$ cat config.mk
export PLATFORM = sky130hd
export DESIGN_NAME = romcard_loader
export DESIGN_NICKNAME = d
export VERILOG_FILES = /design/src/rtl/romcard_pkg.sv /design/src/rtl/romcard_track.sv /design/src/rtl/romcard_hdr.sv /design/src/rtl/romcard_data.sv /design/src/rtl/romcard_loader.sv
export SDC_FILE = /design/constraint.sdc
export NUM_CORES = 1
export LEC_CHECK = 0
export CAP_MARGIN = 20
export CORE_UTILIZATION = 55
export CTS_CLUSTER_DIAMETER = 30
export CTS_CLUSTER_SIZE = 28
export DETAILED_ROUTE_END_ITERATION = 6
export PLACE_DENSITY = 0.88
export REMOVE_ABC_BUFFERS = 1
export SLEW_MARGIN = 20
export SYNTH_ARGS = -nofsm -noshare
export SYNTH_HDL_FRONTEND = slang
export SYNTH_SLANG_ARGS = --single-unit
$ cat constraint.sdc
create_clock -name clk -period 4.31 [get_ports clk]
set_input_delay 0.6465 -clock clk [delete_from_list [all_inputs] [get_ports clk]]
set_output_delay 0.6465 -clock clk [all_outputs]
set_load 0.01 [all_outputs]
$ cat src/rtl/romcard_pkg.sv
// Shared types and character decoders for the card-image ROM loader.
// Assumes 8-bit ASCII input.
package romcard_pkg;

    localparam logic [7:0] CH_LF = 8'h0A;

    // Result of decoding one character as an octal digit
    typedef struct packed {
        logic       ok;
        logic [2:0] val;
    } oct_t;

    // Select code encodings; 2'b11 marks an illegal character
    typedef enum logic [1:0] {
        SEL_LOW  = 2'b00,
        SEL_HIGH = 2'b01,
        SEL_ANY  = 2'b10,
        SEL_BAD  = 2'b11
    } sel_code_t;

    // Decode an ASCII octal digit
    function automatic oct_t oct_decode(input logic [7:0] c);
        oct_t r;
        r.ok  = (c >= 8'h30) && (c <= 8'h37);
        r.val = c[2:0];
        return r;
    endfunction

    // Decode a select-polarity character '0', '1' or '2'
    function automatic sel_code_t sel_decode(input logic [7:0] c);
        sel_code_t r;
        if ((c >= 8'h30) && (c <= 8'h32)) r = sel_code_t'(c[1:0]);
        else                              r = SEL_BAD;
        return r;
    endfunction

endpackage

$ cat src/rtl/romcard_track.sv
// Column and card tracker. The column counts from 1 and saturates at its
// maximum; a line feed resets it and advances the card count. Assumes the
// caller raises step only for accepted bytes while the load is not done.
module romcard_track #(
    parameter int COL_W       = 7,
    parameter int HDR_CARDS   = 4,
    parameter int TOTAL_CARDS = 132,
    localparam int CARD_W     = $clog2(TOTAL_CARDS + 1)
) (
    input  logic              clk,
    input  logic              rst_n,
    input  logic              step,
    input  logic              is_lf,
    output logic [COL_W-1:0]  col,
    output logic [CARD_W-1:0] card,
    output logic              data_card,
    output logic              all_done
);

    localparam logic [COL_W-1:0]  COL_MAX  = '1;
    localparam logic [CARD_W-1:0] HDR_LAST = CARD_W'(HDR_CARDS);
    localparam logic [CARD_W-1:0] END_CARD = CARD_W'(TOTAL_CARDS);

    // Advance the column per byte, and the card per line feed
    always_ff @(posedge clk) begin
        if (!rst_n) begin
            col  <= COL_W'(1);
            card <= '0;
        end else if (step) begin
            if (is_lf) begin
                col  <= COL_W'(1);
                card <= card + 1'b1;
            end else if (col != COL_MAX) begin
                col <= col + 1'b1;
            end
        end
    end

    assign data_card = (card >= HDR_LAST);
    assign all_done  = (card == END_CARD);

    // once every card is consumed, done stays high
    p_done_hold_r11: assert property (@(posedge clk) disable iff (!rst_n)
        all_done |=> all_done)
        else $error("done dropped after completion");

endmodule

$ cat src/rtl/romcard_hdr.sv
// Header field capture. On the select card it reads one select code per
// select column; on the logic card it reads the logic-sense letter.
// Illegal characters in those columns raise a one-cycle error pulse.
// Assumes col and card describe the byte currently being accepted.
module romcard_hdr #(
    parameter int COL_W      = 7,
    parameter int CARD_W     = 8,
    parameter int NSEL       = 3,
    parameter int SEL_CARD   = 3,
    parameter int SEL_COL0   = 33,
    parameter int SEL_STEP   = 2,
    parameter int LOGIC_CARD = 4,
    parameter int LOGIC_COL  = 15
) (
    input  logic                 clk,
    input  logic                 rst_n,
    input  logic                 step,
    input  logic                 is_lf,
    input  logic [7:0]           ch,
    input  logic [COL_W-1:0]     col,
    input  logic [CARD_W-1:0]    card,
    output logic [NSEL-1:0][1:0] sel_codes,
    output logic                 neg,
    output logic                 hdr_err
);
    import romcard_pkg::*;

    localparam logic [CARD_W-1:0] SCARD = CARD_W'(SEL_CARD - 1);
    localparam logic [CARD_W-1:0] LCARD = CARD_W'(LOGIC_CARD - 1);
    localparam logic [COL_W-1:0]  LCOL  = COL_W'(LOGIC_COL);

    sel_code_t       sel_val;
    logic [NSEL-1:0] sel_hit;
    logic [NSEL-1:0] sel_bad;
    logic            logic_hit;
    logic            logic_bad;

    assign sel_val = sel_decode(ch);

    // One column comparator per select input
    for (genvar i = 0; i < NSEL; i++) begin : g_sel
        localparam logic [COL_W-1:0] SCOL = COL_W'(SEL_COL0 + i * SEL_STEP);
        assign sel_hit[i] = step && !is_lf && (card == SCARD) && (col == SCOL);
        assign sel_bad[i] = sel_hit[i] && (sel_val == SEL_BAD);
    end

    assign logic_hit = step && !is_lf && (card == LCARD) && (col == LCOL);
    assign logic_bad = logic_hit && (ch != "P") && (ch != "N");
    assign hdr_err   = (|sel_bad) || logic_bad;

    // Capture legal select codes and the logic-sense letter
    always_ff @(posedge clk) begin
        if (!rst_n) begin
            sel_codes <= {NSEL{SEL_ANY}};
            neg       <= 1'b0;
        end else begin
            for (int i = 0; i < NSEL; i++) begin
                if (sel_hit[i] && (sel_val != SEL_BAD)) sel_codes[i] <= sel_val;
            end
            if (logic_hit && !logic_bad) neg <= (ch == "N");
        end
    end

endmodule

$ cat src/rtl/romcard_data.sv
// Data card decoder. It collects the start address digits and then the
// word digits, checks the format, and issues one write per completed word.
// Errors are sticky and block all later writes. Assumes DATA_W >= 4 and
// that step is low in the cycle after a write (the top holds ready low).
module romcard_data #(
    parameter int ADDR_W      = 11,
    parameter int DATA_W      = 8,
    parameter int WORDS       = 16,
    parameter int ADDR_DIGITS = 4,
    parameter int COL_W       = 7
) (
    input  logic              clk,
    input  logic              rst_n,
    input  logic              step,
    input  logic [7:0]        ch,
    input  logic [COL_W-1:0]  col,
    input  logic              data_card,
    input  logic              hdr_err,
    input  logic              neg,
    output logic              wr_en,
    output logic [ADDR_W-1:0] wr_addr,
    output logic [DATA_W-1:0] wr_data,
    output logic              err
);
    import romcard_pkg::*;

    localparam int WORD_DIGITS = (DATA_W + 2) / 3;
    localparam int ACC_W       = 3 * WORD_DIGITS;
    localparam int AACC_W      = 3 * ADDR_DIGITS;
    localparam int IDX_W       = $clog2(WORDS);
    localparam int DIG_W       = (WORD_DIGITS > 1) ? $clog2(WORD_DIGITS) : 1;
    localparam logic [COL_W-1:0] ADDR_END = COL_W'(ADDR_DIGITS);
    localparam logic [COL_W-1:0] LAST_COL = COL_W'(ADDR_DIGITS + WORD_DIGITS * WORDS);
    localparam logic [DIG_W-1:0] DIG_LAST = DIG_W'(WORD_DIGITS - 1);

    oct_t              od;
    logic              is_lf, in_addr, in_words, last_dig;
    logic [AACC_W-1:0] addr_acc, addr_next;
    logic [ACC_W-1:0]  word_acc, word_next;
    logic [ADDR_W-1:0] base;
    logic [IDX_W-1:0]  widx;
    logic [DIG_W-1:0]  dig;
    logic              addr_bad, word_ovf, char_bad, fmt_bad, err_set, do_write;

    // Classify the current byte and form the shifted accumulators
    always_comb begin
        od        = oct_decode(ch);
        is_lf     = (ch == CH_LF);
        in_addr   = (col <= ADDR_END);
        in_words  = (col > ADDR_END) && (col <= LAST_COL);
        last_dig  = (dig == DIG_LAST);
        addr_next = {addr_acc[AACC_W-4:0], od.val};
        word_next = {word_acc[ACC_W-4:0], od.val};
        addr_bad  = (addr_next[IDX_W-1:0] != '0) || ((addr_next >> ADDR_W) != '0);
        word_ovf  = ((word_next >> DATA_W) != '0);
        char_bad  = !is_lf && (in_addr || in_words) && !od.ok;
        fmt_bad   = step && data_card &&
                    (char_bad ||
                     (!is_lf && od.ok && (col == ADDR_END) && addr_bad) ||
                     (!is_lf && od.ok && in_words && last_dig && word_ovf) ||
                     (is_lf && (col <= LAST_COL)));
        err_set   = fmt_bad || hdr_err;
        do_write  = step && data_card && !is_lf && in_words && od.ok &&
                    last_dig && !word_ovf && !err;
    end

    // Sticky error flag
    always_ff @(posedge clk) begin
        if (!rst_n)       err <= 1'b0;
        else if (err_set) err <= 1'b1;
    end

    // Write strobe, address and data, registered once per completed word
    always_ff @(posedge clk) begin
        if (!rst_n) begin
            wr_en   <= 1'b0;
            wr_addr <= '0;
            wr_data <= '0;
        end else begin
            wr_en <= do_write;
            if (do_write) begin
                wr_addr <= base + ADDR_W'(widx);
                wr_data <= neg ? ~word_next[DATA_W-1:0] : word_next[DATA_W-1:0];
            end
        end
    end

    // Digit accumulation and word position within the card
    always_ff @(posedge clk) begin
        if (!rst_n) begin
            addr_acc <= '0;
            word_acc <= '0;
            base     <= '0;
            widx     <= '0;
            dig      <= '0;
        end else if (step && data_card) begin
            if (is_lf) begin
                widx <= '0;
                dig  <= '0;
            end else if (od.ok) begin
                if (in_addr) addr_acc <= addr_next;
                if (in_addr && (col == ADDR_END)) base <= addr_next[ADDR_W-1:0];
                if (in_words) begin
                    word_acc <= word_next;
                    if (last_dig) begin
                        dig  <= '0;
                        widx <= widx + 1'b1;
                    end else begin
                        dig <= dig + 1'b1;
                    end
                end
            end
        end
    end

    // the write strobe lasts exactly one cycle
    p_wr_one_cycle_r4: assert property (@(posedge clk) disable iff (!rst_n)
        wr_en |=> !wr_en)
        else $error("write strobe longer than one cycle");

    // the error flag never clears
    p_err_sticky_r7: assert property (@(posedge clk) disable iff (!rst_n)
        err |=> err)
        else $error("error flag cleared");

    // no write while the error flag is set
    p_no_wr_after_err_r7: assert property (@(posedge clk) disable iff (!rst_n)
        err |=> !wr_en)
        else $error("write after error");

endmodule

$ cat src/rtl/romcard_loader.sv
// Top of the card-image ROM loader. It joins the column tracker, the
// header capture and the data decoder, handles the byte handshake, and
// gates the header results onto the outputs once loading is done.
// Assumes the memory port accepts a write in any cycle.
module romcard_loader #(
    parameter int ADDR_W      = 11,
    parameter int DATA_W      = 8,
    parameter int WORDS       = 16,
    parameter int ADDR_DIGITS = 4,
    parameter int HDR_CARDS   = 4,
    parameter int COL_W       = 7,
    parameter int SEL_CARD    = 3,
    parameter int SEL_COL0    = 33,
    parameter int SEL_STEP    = 2,
    parameter int LOGIC_CARD  = 4,
    parameter int LOGIC_COL   = 15
) (
    input  logic              clk,
    input  logic              rst_n,
    input  logic              in_valid,
    input  logic [7:0]        in_data,
    output logic              in_ready,
    output logic              wr_en,
    output logic [ADDR_W-1:0] wr_addr,
    output logic [DATA_W-1:0] wr_data,
    output logic              done,
    output logic              err,
    output logic [1:0]        sel1_code,
    output logic [1:0]        sel2_code,
    output logic [1:0]        sel3_code,
    output logic              neg_logic
);
    import romcard_pkg::*;

    localparam int NSEL        = 3;
    localparam int DATA_CARDS  = (2 ** ADDR_W) / WORDS;
    localparam int TOTAL_CARDS = HDR_CARDS + DATA_CARDS;
    localparam int CARD_W      = $clog2(TOTAL_CARDS + 1);

    logic                 step, is_lf, data_card, hdr_err, neg;
    logic [COL_W-1:0]     col;
    logic [CARD_W-1:0]    card;
    logic [NSEL-1:0][1:0] sel_codes;

    // Hold off input while a write is in flight; after done, accept and drop
    assign in_ready = !wr_en;
    assign step     = in_valid && in_ready && !done;
    assign is_lf    = (in_data == CH_LF);

    romcard_track #(
        .COL_W(COL_W), .HDR_CARDS(HDR_CARDS), .TOTAL_CARDS(TOTAL_CARDS)
    ) u_track (
        .clk(clk), .rst_n(rst_n), .step(step), .is_lf(is_lf),
        .col(col), .card(card), .data_card(data_card), .all_done(done)
    );

    romcard_hdr #(
        .COL_W(COL_W), .CARD_W(CARD_W), .NSEL(NSEL), .SEL_CARD(SEL_CARD),
        .SEL_COL0(SEL_COL0), .SEL_STEP(SEL_STEP),
        .LOGIC_CARD(LOGIC_CARD), .LOGIC_COL(LOGIC_COL)
    ) u_hdr (
        .clk(clk), .rst_n(rst_n), .step(step), .is_lf(is_lf), .ch(in_data),
        .col(col), .card(card), .sel_codes(sel_codes), .neg(neg),
        .hdr_err(hdr_err)
    );

    romcard_data #(
        .ADDR_W(ADDR_W), .DATA_W(DATA_W), .WORDS(WORDS),
        .ADDR_DIGITS(ADDR_DIGITS), .COL_W(COL_W)
    ) u_data (
        .clk(clk), .rst_n(rst_n), .step(step), .ch(in_data), .col(col),
        .data_card(data_card), .hdr_err(hdr_err), .neg(neg),
        .wr_en(wr_en), .wr_addr(wr_addr), .wr_data(wr_data), .err(err)
    );

    // Header results are shown only after the last data card
    assign sel1_code = done ? sel_codes[0] : 2'b00;
    assign sel2_code = done ? sel_codes[1] : 2'b00;
    assign sel3_code = done ? sel_codes[2] : 2'b00;
    assign neg_logic = done && neg;

    // every write follows a byte that was offered and accepted
    p_wr_after_accept_r5: assert property (@(posedge clk) disable iff (!rst_n)
        wr_en |-> $past(in_valid && in_ready))
        else $error("write without an accepted byte");

    // header outputs hold still once done
    p_codes_stable_r11: assert property (@(posedge clk) disable iff (!rst_n)
        done |=> $stable({sel1_code, sel2_code, sel3_code, neg_logic}))
        else $error("header outputs changed after done");

endmodule

After elaboration in Yosys (flattened, before gate mapping)
Cells that the tools add are included.
Word-level totals
  bits in registers: 75
  input port bits: 11
Cells by class
  reduce and logical (&&, ||, !) cells: 67
  equality and inequality tests: 16
  mux-type cells: 15
  order comparisons: 7
  bitwise logic cells: 2
  add/sub/neg operators: 5
Operators by type and width (number)
  $logic_and 1x1->1: 40
  $eq 7x6->1 const B: 3
  $eq 8x2->1 const B: 2
  $le 8x6->1 const B: 2
  $mux 2: 8
  $mux 4: 4
  $ne 8x7->1 const B: 2
  $reduce_and 4->1: 4
  $mux 7: 2
  $add 11x4->11: 1
  $add 8x1->8 const B: 1
  $eq 8x4->1 const B: 1
  $eq 8x7->1 const B: 1
  $eq 8x8->1 const B: 1
  $ge 8x3->1 const B: 1
  $ge 8x6->1 const B: 1
  $mux 8: 1
  $not 8->8: 1
  $reduce_bool 2->1: 4
  $add 7x1->7 const B: 1
  $eq 7x3->1 const B: 1
  $eq 7x4->1 const B: 1
  $gt 7x3->1 const B: 1
  $le 7x3->1 const B: 1
  13 further kinds: 27

Logic depth before layout (Yosys ltp)
Gate-level depths: netlist of run 1.
  depth after elaboration: 10
  depth in mapped cells: 10
  mapped depth without buffers: 8

Modules after synthesis
Synthesis of run 1 repeated with hierarchy kept, for this count alone.
Second synthesis, totals
  cells, all modules: 431
  area total of the unflattened synthesis: 3886.2 um^2
Modules (own cells, without submodules)
  romcard_data: seq. area each 1061.0 um^2, times used 1, cells each 277, area each 2537.4 um^2
  romcard_track: seq. area each 300.3 um^2, times used 1, cells each 91, area each 782.0 um^2
  romcard_hdr: seq. area each 140.1 um^2, times used 1, cells each 51, area each 489.2 um^2
  romcard_loader: seq. area each 0.0 um^2, times used 1, cells each 12, area each 77.6 um^2

Worst setup path before layout of run 1
OpenSTA, ideal clock, no wires.
  path kind: input -> register
  start: input in_data[6]
  end: register u_data.addr_acc[0]
  arrival time: 2098 ps
  cell stages on the path: 6
  data required time: 4182 ps
  setup slack: 2084 ps
  path through: or3b_4 > or2_4 > or4_4 > buf_6 > mux2i_1 > nor2_1
Between the ends
  cells in the longest elaborated chain, start to end: 3
  elaborated cells on any way between the ends: 6
Ends and longest elaborated chain
  start: declaration: line romcard_loader.sv:21  | input logic [7:0] in_data,
  $ge 8x6->1, or another cell as far along: line romcard_pkg.sv:24  | r.ok = (c >= 8'h30) && (c <= 8'h37);
  $logic_and 1x1->1 / $not 1->1 (equally long branches)
  $reduce_and 4->1 (no line) (*)
  end signal: assignment: line romcard_data.sv:101  | if (in_addr) addr_acc <= addr_next;
  end: declaration: line romcard_data.sv:38  | logic [AACC_W-1:0] addr_acc, addr_next;
Mark *: on every way between the ends. The rest lies on a longest branch, timed or not.
A chain may end at the register's enable or synchronous reset.

Worst setup path after layout of run 1
  start: input in_data[5]
  end: register u_data.wr_data[6]
Between the ends
  cells in the longest elaborated chain, start to end: 8
  elaborated cells on any way between the ends: 11
Ends and longest elaborated chain
  branches (longest 4 deep; another with $ge 8x6->1)
  $logic_and 1x1->1 (*) (2 in a row): line romcard_data.sv:63  | do_write = step && data_card && !is_lf && in_words && od.ok &&
  $logic_and 1x1->1 (*) (2 in a row): line romcard_data.sv:64  | last_dig && !word_ovf && !err;
  end signal: assignment: line romcard_data.sv:83  | wr_data <= neg ? ~word_next[DATA_W-1:0] : word_next[DATA_W-1:0];
  end: declaration: line romcard_data.sv:22  | output logic [DATA_W-1:0] wr_data,
Mark *: on every way between the ends.

==> results.md, run 1 <==
- Status: finished, final reports clean
- Yosys cell types: 58
- CTS resizes: 0
- WP depth: 6
- Unrepaired setup endpoints after global routing: false
- Hold path start: u_hdr.sel_codes[4]$_SDFFE_PN0P_
- # diodes: 0
- Register bit count reported by yosys: 75
- Hold Slack: 0.469 ns
- Port Buffers: 40
- Worst Path Buf+Inv: 1
- Worst-skew pair later-pin latency: 0.36 ns
- GR Overflow Total: 0
- Worst-path fanout max: 17
- Routability cong.: 0.900
- DRT Pass-1 Iters: 5
- First-pass GRT wire length: 14.9 mm
- Worst-Margin Slew: 0.875 ns
- Hold Crit Class: flip-flop to flip-flop
- Crit path DAT: 3.23 ns
- Row count: 30
- IO Pins: 41
- Total GRT Usage: 25.7%
- Reg2reg path depth: 5
- Detailed router's first-iteration violation count: 281
- R2R Setup Slk: 1.69 ns
- Final wirelength: 8.97 mm
- Vias in the first global route: 3164
- CP top delay family: simple AND/OR/NAND/NOR gates
- CTS H-Tree Depth: 3
- Leak Pwr: 0.00159 uW
- Fin Clk Skew: 0.00759 ns
- Origin of the critical flop-to-flop path: u_track.col[2]$_SDFFE_PN0P_
- Antenna violations before repair: 0
- Most common cell after layout, fill and taps aside: dfxtp_1
- Slew headroom: 40.1%
- Mapped Cells: 464
- Setup Crit Path Kind: primary input to flip-flop
- Largest net degree at the start of global routing: 50
- Routed vias: 3519
- Maximum VDD drop: 0.228 mV
- Total CTS buffers: 9
- Crit start category: primary input
- Final hold violations: 0
- Synth Flop Type: dfxtp_1
- TritonCTS clock tree: done
- Final nets: 517
- Area growth syn-to-layout: 15.6%
- # clock sinks: 75
- Sequential-to-total area share from yosys stat: 38.6%
- Fill cell count: 576
- EDFF count, synth: 0
- Reg2reg end: u_data.wr_data[6]$_SDFFE_PN0P_
- Setup WS pre-CTS: 0.952 ns
- Starting Density: 57.2%
- CP cell instances: clkdlybuf4s50_1, or3b_4, a211oi_2, and3b_1, and2_1, a211oi_1
- Setup crit end kind: flip-flop
- Synth warn: 0
- WHS Path Cells: 2
- Hold EP: u_hdr.sel_codes[4]$_SDFFE_PN0P_
- DPL Wire Length: 6.40 mm
- Die area: 0.00740 mm2
- Post-synth ARST share: 0%
- Root Buffer: clkbuf_8
- Post-route setup slack: 1.29 ns
- Synthesized area per cell: 8.37 um2
- Vias per cell: 5.92
- Core area: 0.00679 mm2
- Slowest-stage cell, CP: and3b_1
- Final setup fails: 0
- Crit path time final: 3.02 ns
- Critical Path RT: 4.52 ns
- Setup TNS: 0 ns
- Final core utilization: 66.1%
- Clock Path Buffers: 2
- Clk slew on worst S/H paths: 0.08 ns
- Final Cycle Share: 70.2%
- Max Freq: 0.331 GHz
- Antenna-violating nets left: 0
- P per Cell Area: 280 mW/mm2
- Die height: 86.0 um
- Die extent in x: 86.0 um
- Worst path max stage delay: 0.59 ns
- Mapped cell area: 0.00388 mm2
- Most frequent cells in the layout: dfxtp_1, nand2_1, a21oi_1
- Post CTS Setup Buffer Count: 0
- Reg area: 0.00150 mm2
- Drt drc: 0
- CTS hold repair buffers: 0
- Max Cap Violations: 0
- Max-slew violation count: 0
- Layout cells sized above 1: 6.22%
- Multi-input logic area: 0.00220 mm2
- WL/cell: 15.1 um
- Pwr Total: 1260 uW
-- Yosys cell counts (3+ instances only) --
| cell | count | share of area (%) |
|---|---|---|
| and3_1 | 11 | 1.8 |
| a211oi_1 | 20 | 3.9 |
| nor4_1 | 4 | 0.64 |
| dfxtp_1 | 75 | 39 |
| ha_1 | 11 | 3.5 |
| mux2i_1 | 17 | 4.4 |
| xor2_1 | 4 | 0.90 |
| nand4_1 | 6 | 0.97 |
| clkbuf_1 | 11 | 1.1 |
| or4_1 | 5 | 0.97 |
| inv_1 | 13 | 1.3 |
| nand2_1 | 53 | 5.1 |
| nand3b_1 | 4 | 0.77 |
| and4_1 | 3 | 0.68 |
| o211ai_1 | 3 | 0.58 |
| xnor2_1 | 21 | 4.7 |
| a21oi_1 | 49 | 6.3 |
| nand3_1 | 22 | 2.8 |
| nor2_1 | 35 | 3.4 |
| nand2b_1 | 8 | 1.3 |
| buf_2 | 10 | 1.3 |
| a31oi_1 | 3 | 0.48 |
| a21o_1 | 3 | 0.58 |
| nor3_1 | 11 | 1.4 |
| o21ai_0 | 16 | 2.1 |
| nor2b_1 | 5 | 0.81 |
-- cell families after synthesis --
| kind of cell | share of synthesized area [%] |
|---|---|
| buffers and inverters | 4.67 |
| AO/OA/AOI/OAI | 17.7 |
| multiplexers | 4.38 |
| flip-flops | 38.6 |
| AND/OR/NAND/NOR | 24.9 |
| adder cells (fa/ha/maj) | 4.06 |
| XOR/XNOR | 5.64 |
-- routing by layer --
| metal | share of wire [%] | GRT usage (%) |
|---|---|---|
| met4 | 2.0 | 10.0 |
| met3 | 7.3 | 5.20 |
| met5 | 0 | 0 |
| met2 | 47 | 42.4 |
| met1 | 43 | 33.0 |
-- worst max-delay path by stage --
stage / start / endpoint / slack (ns)
2_1_floorplan: in_data[6] / u_data.base[0]$_SDFFE_PN0P_ / 1.78
3_3_place_gp: in_data[5] / u_data.wr_addr[1]$_SDFFE_PN0P_ / 1.09
3_5_place_dp: in_data[5] / u_data.wr_data[6]$_SDFFE_PN0P_ / 0.95
4_1_cts: in_data[5] / u_data.wr_data[6]$_SDFFE_PN0P_ / 1.32
5_1_grt: in_data[5] / u_data.wr_data[6]$_SDFFE_PN0P_ / 1.07
6_report: in_data[5] / u_data.wr_data[6]$_SDFFE_PN0P_ / 1.29
-- area by class of cell --
cell class,count,area share [%]
clock buffer,12,3.45
clock inverter,3,0.501
inverter,14,1.17
multi-input combinational,349,49.0
sequential,75,33.4
tap,96,2.67
timing repair buffer,45,9.75
-- stage by stage --
step           cell area [um2]  std cells
4_1_cts                   4490        594
5_1_grt                   4490        594
2_1_floorplan             3760        438
3_3_place_gp              4310        579
3_5_place_dp              4310        579
6_report                  4490        594
-- registers in the layout (all words and copies together), names as in the netlist --
name,cells
u_data.base,11
u_data.wr_addr,11
u_data.addr_acc,9
u_data.wr_data,8
u_track.card,8
u_track.col,7
u_data.word_acc,6
u_hdr.sel_codes,6
u_data.widx,4
u_data.dig,2
u_data.err,1
u_data.wr_en,1
u_hdr.neg,1
-- power breakdown --
part           switching (uW)  internal, uW
sequential               4.27           694
combinational            39.5          23.6
clock                     258           240
total                     301           958
-- worst reg2reg max path, cell delays in order (launching register included) --
cell and delay (ns):
dfxtp_1 0.53, o21ai_0 0.24, a211oi_2 0.36, and3b_1 0.59
and2_1 0.57, a211oi_1 0.19
Power figures use the tool's default switching activity.
==> run 2, diff against run 1 <==
- CORE_UTILIZATION: 55 -> 51
- PLACE_DENSITY: 0.88 -> 0.86
- clock period: 4.31 -> 2.5 ns (I/O delays scaled with it)
==> run 2 against run 1 <==
  * Power is 83% higher
  * Clock power up 97%
  * Combinational power grew 98%
  * Register-to-register slack got worse by 1.4 ns
  * Sequential power is 72% higher
  * Sequential share of layout area fell by 1.7 points
  * Cell count increased by 4.5%
  * Global-route usage down 1.3 points
  * Utilization is 1.1 points lower
  * Critical endpoint is now done
  * Largest cell class unchanged
  * Largest power group unchanged
  * Highest routed layer unchanged
==> results.md, run 2 (synthesized netlist as in run 1, its figures left out) <==
- Max-slew violation count: 0 (unchanged)
- Worst Setup SP: u_track.card[3]$_SDFFE_PN0P_
- Core area: 0.00729 mm2 (+7.3%)
- Fin Clk Skew: 0.0141 ns (+0.00653 ns)
- Antenna violations before repair: 0 (unchanged)
- # clock sinks: 75 (unchanged)
- Worst-Margin Slew: 0.643 ns (-0.232 ns)
- Root Buffer: clkbuf_8
- Max Cap Violations: 0 (unchanged)
- Starting Density: 53.3% (-3.9 points)
- Crit start category: flip-flop
- Final nets: 540 (+4.4%)
- R2R Setup Slk: 0.25 ns (-1.44 ns)
- Area growth syn-to-layout: 22.0%
- Die area: 0.00797 mm2 (+7.7%)
- Fill cell count: 616 (+6.9%)
- Origin of the critical flop-to-flop path: u_track.card[0]$_SDFFE_PN0P_
- IO Pins: 41 (unchanged)
- Biggest regs: u_data.base (11), u_data.wr_addr (11), u_data.addr_acc (9)
- Setup WS pre-CTS: -0.0525 ns (-1.00 ns)
- First-pass GRT wire length: 14.9 mm (about the same)
- Critical Path RT: 2.12 ns (-2.40 ns)
- Post CTS Setup Buffer Count: 0 (unchanged)
- Final Cycle Share: 96.6%
- Clock Path Buffers: 2 (unchanged)
- Final setup fails: 0 (unchanged)
- CTS hold repair buffers: 0 (unchanged)
- DPL Wire Length: 6.74 mm (+5.4%)
- Slew headroom: 56.0% (+16 points)
- Setup Crit Path Kind: flip-flop to output port
- GR Overflow Total: 0 (unchanged)
- TritonCTS clock tree: done
- Crit path time final: 2.41 ns
- CTS H-Tree Depth: 3 (unchanged)
- Die height: 89.3 um (+3.8%)
- Status: finished, final reports clean
- Most common cell after layout, fill and taps aside: dfxtp_1
- Total CTS buffers: 9 (unchanged)
- Worst-path fanout max: 6 (-11)
- Detailed router's first-iteration violation count: 222 (-21%)
- Clk slew on worst S/H paths: 0.08 ns (about the same)
- Vias per cell: 5.81 (-2.0%)
- Max Freq: 0.414 GHz
- Port Buffers: 40 (unchanged)
- DRT Pass-1 Iters: 5 (unchanged)
- Most frequent cells in the layout: dfxtp_1, nand2_1, a21oi_1
- P per Cell Area: 487 mW/mm2 (+74%)
- Routability cong.: 0.871 (-3.2%)
- Post-route setup slack: 0.0858 ns (-1.20 ns)
- Antenna-violating nets left: 0 (unchanged)
- WL/cell: 14.8 um (-2.1%)
- Largest net degree at the start of global routing: 27 (-46%)
- Setup crit end kind: output port
- Final wirelength: 9.18 mm (+2.4%)
- Leak Pwr: 0.00172 uW (+8.5%)
- Hold Crit Class: flip-flop to flip-flop
- Drt drc: 0 (unchanged)
- Unrepaired setup endpoints after global routing: false
- Reg2reg path depth: 7 (+2)
- Crit path to: done
- Maximum VDD drop: 0.302 mV (+33%)
- Worst-skew pair later-pin latency: 0.37 ns (about the same)
- Setup TNS: 0 ns (unchanged)
- # diodes: 0 (unchanged)
- Layout cells sized above 1: 11.5% (+5.3 points)
- Crit path DAT: 2.04 ns (-1.19 ns)
- Row count: 31 (+3.3%)
- Routed vias: 3605 (+2.4%)
- Reg2reg end: u_data.widx[2]$_SDFFE_PN0P_
- Final hold violations: 0 (unchanged)
- Die extent in x: 89.3 um (+3.8%)
- Vias in the first global route: 3302 (+4.4%)
- Total GRT Usage: 24.3% (-1.3 points)
==> run 2: cell count changes in the layout (fill, tap and decap cells not counted), sizes merged <==
| cell | delta |
|---|---|
| buf | +23 |
| bufinv | +1 |
| clkbuf | -3 |
| clkdlybuf4s50 | -1 |
| clkinv | -2 |
| clkinvlp | +2 |
| dlygate4sd2 | +1 |
| inv | +3 |
==> run 2: area by class of cell <==
| class | instances | area (um2) | share of cell area (%) |
|---|---|---|---|
| multi-input combinational | 349 | 2210 | 46.6 |
| sequential | 75 | 1500 | 31.7 |
| timing repair buffer | 68 | 647 | 13.6 |
| clock buffer | 9 | 124 | 2.61 |
| tap | 99 | 124 | 2.61 |
| clock inverter | 7 | 82.6 | 1.74 |
| inverter | 14 | 52.6 | 1.11 |
==> run 2: worst min-delay path by stage <==
stage	slack (ns)	cells past startpoint	startpoint	end
floorplan	0.43	2	u_hdr.sel_codes[0]$_SDFFE_PN0P_	u_hdr.sel_codes[0]$_SDFFE_PN0P_
global placement	0.44	2	u_hdr.sel_codes[0]$_SDFFE_PN0P_	u_hdr.sel_codes[0]$_SDFFE_PN0P_
detailed placement	0.45	2	u_hdr.sel_codes[0]$_SDFFE_PN0P_	u_hdr.sel_codes[0]$_SDFFE_PN0P_
CTS	0.47	2	u_data.addr_acc[7]$_SDFFE_PN0P_	u_data.base[10]$_SDFFE_PN0P_
global route	0.48	2	u_data.addr_acc[6]$_SDFFE_PN0P_	u_data.base[9]$_SDFFE_PN0P_
finish	0.46	2	u_data.addr_acc[7]$_SDFFE_PN0P_	u_data.base[10]$_SDFFE_PN0P_
==> run 2: power by group <==
part / leakage [uW] / internal [uW] / switching, uW / total, uW
Clock: 0.0000988 / 478 / 499 / 977
Combinational: 0.00102 / 52.9 / 72.5 / 125
Sequential: 0.000606 / 1200 / 6.99 / 1200
Total: 0.00172 / 1730 / 579 / 2310
==> run 2: worst max-delay path: stages, from the launching register on <==
cell             delay, ns
dfxtp_1               0.37
or4_4                 0.60
nor2_2                0.15
clkdlybuf4s50_1       0.55
==> run 2: metal layers <==
layer	global-route usage, %	up-vias	routed length [um]	part of all wire (%)
li1	-	1767	-	-
met1	30.3	1667	4030	44
met2	40.7	155	4310	47
met3	4.25	16	664	7.2
met4	12.0	0	172	1.9
met5	0	-	0	0
==> run 2: metrics by stage <==
step	power, uW	instance area [um2]	instances	hold slack (ns)	util, %
6_report	2310	4740	621	0.464	65.0
4_1_cts	2320	4740	621	0.470	65.0
2_1_floorplan	1290	3760	438	0.434	-
5_1_grt	2380	4740	621	0.483	65.0
3_3_place_gp	1350	4530	605	0.442	62.1
3_5_place_dp	1350	4530	605	0.452	62.1
==> run 2: repair_timing <==
action / in CTS / in global routing
endpoints found under the hold margin: 0 / 0
gates resized for setup: 3 / 2
setup endpoints to repair: 2 / 6
cloned: 0 / 0
